`src/rtl/ctl_irq_pkg.sv`:
```
package ctl_irq_pkg;

  localparam int NUM_MASTERS   = 2;
  localparam int NUM_QUEUES    = 2;
  localparam int EVT_PER_MSTR  = 12;
  localparam int ENG_EVT_W     = NUM_MASTERS * EVT_PER_MSTR;
  localparam int NACK_W        = NUM_MASTERS * NUM_QUEUES;
  localparam int STAT_W        = 32;
  localparam int RST_ACK_BIT   = 24;
  localparam int HALT_ACK_BASE = 25;
  localparam int NACK_BASE     = 27;

  // bits 3, 15 and 31 are reserved and never set
  localparam logic [STAT_W-1:0] VALID_BITS = 32'h7fff7ff7;

  typedef enum logic [2:0] {
    SEL_MASK   = 3'd0,
    SEL_CLEAR  = 3'd1,
    SEL_GCLEAR = 3'd2,
    SEL_HALT   = 3'd3,
    SEL_RESET  = 3'd4
  } regSel_e;

  typedef struct packed {
    logic                   maskWr;
    logic                   clearWr;
    logic                   globalClr;
    logic                   rstAck;
    logic [NUM_MASTERS-1:0] haltAck;
    logic [STAT_W-1:0]      data;
  } ctlStrobe_t;

  function automatic logic [STAT_W-1:0] errGroup(input int m);
    return (m == 0) ? 32'h18000ee6 : 32'h60ee6000;
  endfunction

  function automatic logic [STAT_W-1:0] masterRstMask(input int m);
    return (m == 0) ? 32'h000003f1 : 32'h0003f001;
  endfunction

endpackage

```
`src/rtl/ctl_irq_ctrl.sv`:
```
module ctl_irq_ctrl
  import ctl_irq_pkg::*;
#(
  parameter int ACK_LAT = 8
) (
  input  logic                   clk,
  input  logic                   rst,
  input  logic                   wrEn,
  input  logic [2:0]             wrAddr,
  input  logic [STAT_W-1:0]      wrData,
  input  logic [NUM_MASTERS-1:0] errHit,
  output ctlStrobe_t             strobe,
  output logic [NUM_MASTERS-1:0] haltOut,
  output logic [STAT_W-1:0]      rstMaskOut
);

  localparam int LAT_W = $clog2(ACK_LAT + 1);
  localparam logic [LAT_W-1:0] LAT_LOAD = LAT_W'(ACK_LAT);
  localparam logic [LAT_W-1:0] LAT_ONE  = LAT_W'(1);

  regSel_e sel;
  logic    selHit;
  logic [NUM_MASTERS-1:0] haltDone;

  assign sel    = regSel_e'(wrAddr);
  assign selHit = wrEn;

  // per-master halt sequencers
  for (genvar m = 0; m < NUM_MASTERS; m++) begin : g_halt
    logic [LAT_W-1:0] haltCnt;
    logic             haltReq;

    assign haltReq = (selHit && sel == SEL_HALT && wrData[m]) || errHit[m];

    always_ff @(posedge clk) begin
      if (rst) begin
        haltCnt <= '0;
      end else if (haltCnt == '0) begin
        if (haltReq) haltCnt <= LAT_LOAD;
      end else begin
        haltCnt <= haltCnt - LAT_ONE;
      end
    end

    assign haltDone[m] = (haltCnt == LAT_ONE);
    assign haltOut[m]  = (haltCnt != '0);
  end

  // reset sequencer: software mask merged with per-master masks after halt
  logic [STAT_W-1:0] autoMask;
  logic [STAT_W-1:0] reqMask;
  logic              rstReq;
  logic [LAT_W-1:0]  rstCnt;
  logic [STAT_W-1:0] rstMaskQ;

  always_comb begin
    autoMask = '0;
    for (int m = 0; m < NUM_MASTERS; m++) begin
      if (haltDone[m]) autoMask = autoMask | masterRstMask(m);
    end
    reqMask = autoMask;
    if (selHit && sel == SEL_RESET) reqMask = reqMask | wrData;
    rstReq = (reqMask != '0);
  end

  always_ff @(posedge clk) begin
    if (rst) begin
      rstCnt   <= '0;
      rstMaskQ <= '0;
    end else if (rstReq) begin
      rstCnt   <= LAT_LOAD;
      rstMaskQ <= rstMaskQ | reqMask;
    end else if (rstCnt != '0) begin
      rstCnt <= rstCnt - LAT_ONE;
      if (rstCnt == LAT_ONE) rstMaskQ <= '0;
    end
  end

  assign rstMaskOut = rstMaskQ;

  always_comb begin
    strobe.maskWr    = selHit && sel == SEL_MASK;
    strobe.clearWr   = selHit && sel == SEL_CLEAR;
    strobe.globalClr = selHit && sel == SEL_GCLEAR && wrData[0];
    strobe.rstAck    = (rstCnt == LAT_ONE) && !rstReq;
    strobe.haltAck   = haltDone;
    strobe.data      = wrData;
  end

endmodule

```
`src/rtl/ctl_irq_datapath.sv`:
```
module ctl_irq_datapath
  import ctl_irq_pkg::*;
(
  input  logic                   clk,
  input  logic                   rst,
  input  ctlStrobe_t             strobe,
  input  logic [ENG_EVT_W-1:0]   engEvt,
  input  logic [NACK_W-1:0]      nackEvt,
  output logic [STAT_W-1:0]      statusQ,
  output logic                   irqQ,
  output logic [NUM_MASTERS-1:0] errHit
);

  logic [STAT_W-1:0] evtBits;
  logic [STAT_W-1:0] ackBits;
  logic [STAT_W-1:0] clrBits;
  logic [STAT_W-1:0] maskQ;
  logic              pending;

  always_comb begin
    evtBits = '0;
    evtBits[ENG_EVT_W-1:0] = engEvt;
    evtBits[NACK_BASE +: NACK_W] = nackEvt;
    evtBits = evtBits & VALID_BITS;

    ackBits = '0;
    ackBits[RST_ACK_BIT] = strobe.rstAck;
    ackBits[HALT_ACK_BASE +: NUM_MASTERS] = strobe.haltAck;

    clrBits = strobe.clearWr ? strobe.data : '0;
  end

  for (genvar m = 0; m < NUM_MASTERS; m++) begin : g_err
    assign errHit[m] = |(evtBits & errGroup(m));
  end

  assign pending = |(statusQ & maskQ);

  always_ff @(posedge clk) begin
    if (rst) begin
      statusQ <= '0;
      maskQ   <= '0;
      irqQ    <= 1'b0;
    end else begin
      // new events win over a simultaneous clear
      statusQ <= ((statusQ & ~clrBits) | evtBits | ackBits) & VALID_BITS;
      if (strobe.maskWr) maskQ <= strobe.data & VALID_BITS;
      if (!irqQ)                 irqQ <= pending;
      else if (strobe.globalClr) irqQ <= pending;
    end
  end

endmodule

```
`src/rtl/ctl_irq_unit.sv`:
```
module ctl_irq_unit
  import ctl_irq_pkg::*;
#(
  parameter int ACK_LAT = 8
) (
  input  logic        clk,
  input  logic        rst,
  input  logic        wrEn,
  input  logic [2:0]  wrAddr,
  input  logic [31:0] wrData,
  input  logic [23:0] engEvt,
  input  logic [3:0]  nackEvt,
  output logic [31:0] statusOut,
  output logic        irqOut,
  output logic [1:0]  haltOut,
  output logic [31:0] rstMaskOut
);

  ctlStrobe_t             strobe;
  logic [NUM_MASTERS-1:0] errHit;

  ctl_irq_ctrl #(.ACK_LAT(ACK_LAT)) u_ctrl (
    .clk        (clk),
    .rst        (rst),
    .wrEn       (wrEn),
    .wrAddr     (wrAddr),
    .wrData     (wrData),
    .errHit     (errHit),
    .strobe     (strobe),
    .haltOut    (haltOut),
    .rstMaskOut (rstMaskOut)
  );

  ctl_irq_datapath u_dp (
    .clk     (clk),
    .rst     (rst),
    .strobe  (strobe),
    .engEvt  (engEvt),
    .nackEvt (nackEvt),
    .statusQ (statusOut),
    .irqQ    (irqOut),
    .errHit  (errHit)
  );

endmodule

```
`config.mk`:
```
export PLATFORM = sky130hd
export DESIGN_NAME = ctl_irq_unit
export DESIGN_NICKNAME = d
export VERILOG_FILES = /design/src/rtl/ctl_irq_pkg.sv /design/src/rtl/ctl_irq_ctrl.sv /design/src/rtl/ctl_irq_datapath.sv /design/src/rtl/ctl_irq_unit.sv
export SDC_FILE = /design/constraint.sdc
export NUM_CORES = 1
export LEC_CHECK = 0
export BUFFER_PORTS_ARGS = -buffer_cell sky130_fd_sc_hd__buf_2
export CELL_PAD_IN_SITES_DETAIL_PLACEMENT = 1
export CELL_PAD_IN_SITES_GLOBAL_PLACEMENT = 1
export CORE_ASPECT_RATIO = 0.5
export CORE_MARGIN = 8
export CORE_UTILIZATION = 30
export CTS_BUF_LIST = sky130_fd_sc_hd__clkbuf_16
export DETAILED_ROUTE_END_ITERATION = 8
export PLACE_DENSITY_LB_ADDON = 0.3
export SYNTH_ARGS = -nofsm -noshare
export SYNTH_HDL_FRONTEND = slang
export SYNTH_SLANG_ARGS = --single-unit
```
`constraint.sdc`:
```
create_clock -name clk -period 2.8 [get_ports clk]
set_input_delay 0.28 -clock clk [delete_from_list [all_inputs] [get_ports clk]]
set_output_delay 0.28 -clock clk [all_outputs]
set_load 0.01 [all_outputs]
```
==> results.sh <==
export IMPL_status="finished clean"
export IMPL_numCtsBuffers=9
export IMPL_dp_cells=799
export IMPL_finalMaxSlewViolations=0
export IMPL_worstMarginPinSlew_ns=1.13
export IMPL_synth_common_cells="nand2_1, dfxtp_1, a21oi_1, nor2_1, a21o_1"
export IMPL_dr_total_vias=4129
export IMPL_fin_cells=816
export IMPL_peakVddDrop_mv=0.354
export IMPL_rsz0062_at_grt="no"
export IMPL_syn_inst=504
export IMPL_grt_antenna_before_repair=0
export IMPL_grt_pass1_wl_um=24500
export IMPL_synth_area_um2=4240
export IMPL_skew_ns=0.00828
export IMPL_clk_pin_slew_ns=0.07
export IMPL_synth_warnings=0
export IMPL_cp_required_ns=3.02
export IMPL_fp_dieW_um=184
export IMPL_clkLatencyLatePin_ns=0.35
export IMPL_worstPathMaxFanout=16
export IMPL_power_mw=4.44
export IMPL_nNetsFinal=687
export IMPL_root_buffer="clkbuf_16"
export IMPL_synth_area_leaders="dfxtp_1, nand2_1, a21oi_1"
export IMPL_io_pin_count=133
export IMPL_grt_pass1_vias=4255
export IMPL_hold_viol=0
export IMPL_post_cts_buffers=0
export IMPL_p_leak_nw=2.41
export IMPL_critPathLaunchType="flip-flop"
export IMPL_ctsResizeCount=0
export IMPL_yosysMostFrequentCell="nand2_1"
export IMPL_yosys_area_top_type="dfxtp_1"
export IMPL_slew_headroom_pct=24.6
export IMPL_wire_per_inst_um=19.3
export IMPL_crit_path_end_kind="flip-flop"
export IMPL_gp_congestion=0.784
export IMPL_yosysTopAreaCellShare_pct=48.7
export IMPL_grtUsageTotal_pct=17.2
export IMPL_synthFlopType="dfxtp_1"
export IMPL_min_path_type="in -> reg"
export IMPL_core_area_um2=13700
export IMPL_setup_violations=0
export IMPL_drive_gt1_share_pct=27.1
export IMPL_synth_cell_type_count=45
export IMPL_first_iter_violations=246
export IMPL_cts_sinks=103
export IMPL_post_route_drc_count=0
export IMPL_clock_path_buffers=2
export IMPL_pwr_density_cell_nw_per_um2=830
export IMPL_fp_dieArea_um2=18400
export IMPL_area_growth_pct=26.4
export IMPL_vias_per_cell=5.06
export IMPL_drtPass1Iterations=4
export IMPL_rows=30
export IMPL_nFillCells=1686
export IMPL_grt_max_degree=72
export IMPL_antenna_left=0
export IMPL_final_setup_tns_ns=0
export IMPL_routed_wl_um=15800
export IMPL_clock_fmax_mhz=510
export IMPL_grt_overflow_total=0
export IMPL_ys_seq_elements=103
export IMPL_async_reset_ff_share_pct=0
export IMPL_yosysSeqAreaShare_pct=48.7
export IMPL_fin_crit_ns=1.96
export IMPL_htree_num_levels=3
export IMPL_start_util_pct=31.0
export IMPL_die_h_um=100
export IMPL_port_buffers=127
export IMPL_crit_arrival_ns=2.18
export IMPL_post_route_period_util_pct=70.1
export IMPL_dp_hpwl_um=11600
export IMPL_critPathKind="reg -> reg"
export IMPL_maxCapViolCount=0
export IMPL_synth_edf_count=0
export IMPL_hold_buffers=0
export IMPL_synth_area_per_cell_um2=8.40
export IMPL_cts_tree="built"
[path summary, 6_finish.rpt]
check | cells after the start | startpoint | slack, ns | to
min reg2reg | 2 | u_dp.maskQ[11] | 0.46 | u_dp.maskQ[11]
max | 5 | u_ctrl.g_halt[1].haltCnt[1] | 0.84 | u_ctrl.rstMaskOut[31]
min | 3 | engEvt[12] | 0.14 | u_dp.statusQ[12]
max reg2reg | 5 | u_ctrl.g_halt[1].haltCnt[1] | 0.84 | u_ctrl.rstMaskOut[31]
[worst max-delay path: stages, from the launching register on]
cell and delay [ns]:
dfxtp_1 0.46, nor4b_4 0.14, a211o_4 0.38, nor3_4 0.42, buf_4 0.32, a21oi_1 0.10
[placed cells by master, fill, tap and decap left out, types with 2 or more instances in the layout]
| master | n |
|---|---|
| or3_1 | 2 |
| a211o_1 | 12 |
| a31o_2 | 2 |
| or4_1 | 2 |
| a22oi_1 | 11 |
| nor4b_1 | 2 |
| a21oi_1 | 86 |
| o31ai_1 | 2 |
| ha_1 | 3 |
| a21oi_2 | 10 |
| nand2_1 | 122 |
| clkbuf_16 | 9 |
| inv_1 | 6 |
| conb_1 | 3 |
| nor4b_4 | 2 |
| nor4_1 | 11 |
| dfxtp_1 | 103 |
| buf_2 | 127 |
| nand4_1 | 6 |
| a211oi_1 | 2 |
| buf_4 | 7 |
| clkinv_2 | 2 |
| nor2b_1 | 2 |
| bufinv_16 | 3 |
| o21ai_0 | 5 |
| nand3b_1 | 2 |
| nor3_1 | 8 |
| nor2_1 | 32 |
| a21o_1 | 19 |
[cell type report]
type                       count  area [um^2]  share of cell area [%]
inverter                       6         22.5                   0.421
sequential                   103         2060                    38.5
clock buffer                   9          225                    4.21
tap                          192          240                    4.49
antenna                        1         2.50                  0.0467
clock inverter                 7          111                    2.08
multi-input combinational    364         2000                    37.4
timing repair buffer         134          688                    12.9
[power by group]
| part | total [mW] | switching [mW] | internal (mW) |
|---|---|---|---|
| Combinational | 1.14 | 0.630 | 0.506 |
| Sequential | 1.87 | 0.198 | 1.68 |
| Clock | 1.43 | 0.563 | 0.868 |
[metal layers]
metal | up-vias | part of all wire [%] | global-route usage [%]
li1 | 1986 | - | -
met1 | 2038 | 44 | 22.4
met2 | 89 | 46 | 27.0
met3 | 16 | 8.2 | 5.80
met4 | 0 | 1.3 | 4.25
met5 | - | 0 | 0
[registers in the layout (all words and copies together) (netlist names)]
name,count
u_ctrl.g_halt.haltCnt,8
u_ctrl.rstCnt,4
u_ctrl.rstMaskOut,32
u_dp.irqQ,1
u_dp.maskQ,29
u_dp.statusQ,29
[metrics by stage]
step | instance area, um^2 | util, % | hold slack, ns | setup WS (ns)
after floorplan | 4240 | - | 0.397 | 1.31
after global placement | 5020 | 36.7 | 0.442 | 0.771
after detailed placement | 5020 | 36.7 | 0.450 | 0.731
after CTS | 5350 | 39.2 | 0.132 | 0.785
after global routing | 5350 | 39.2 | 0.149 | 0.685
final | 5360 | 39.2 | 0.137 | 0.838
[logic make-up (layout without fill, tap and decap cells)]
group           count (synthesis)  in the layout  synth area share, %
other cells                     1              4               0.0885
fa+ha+maj                       3              3                0.886
xor+xnor                        1              1                0.207
simple gates                  200            200                 21.9
buf+inv                        39            156                 4.67
flops                         103            103                 48.7
compound gates                157            157                 23.6
Note: power is estimated with default switching activity, not from simulation.
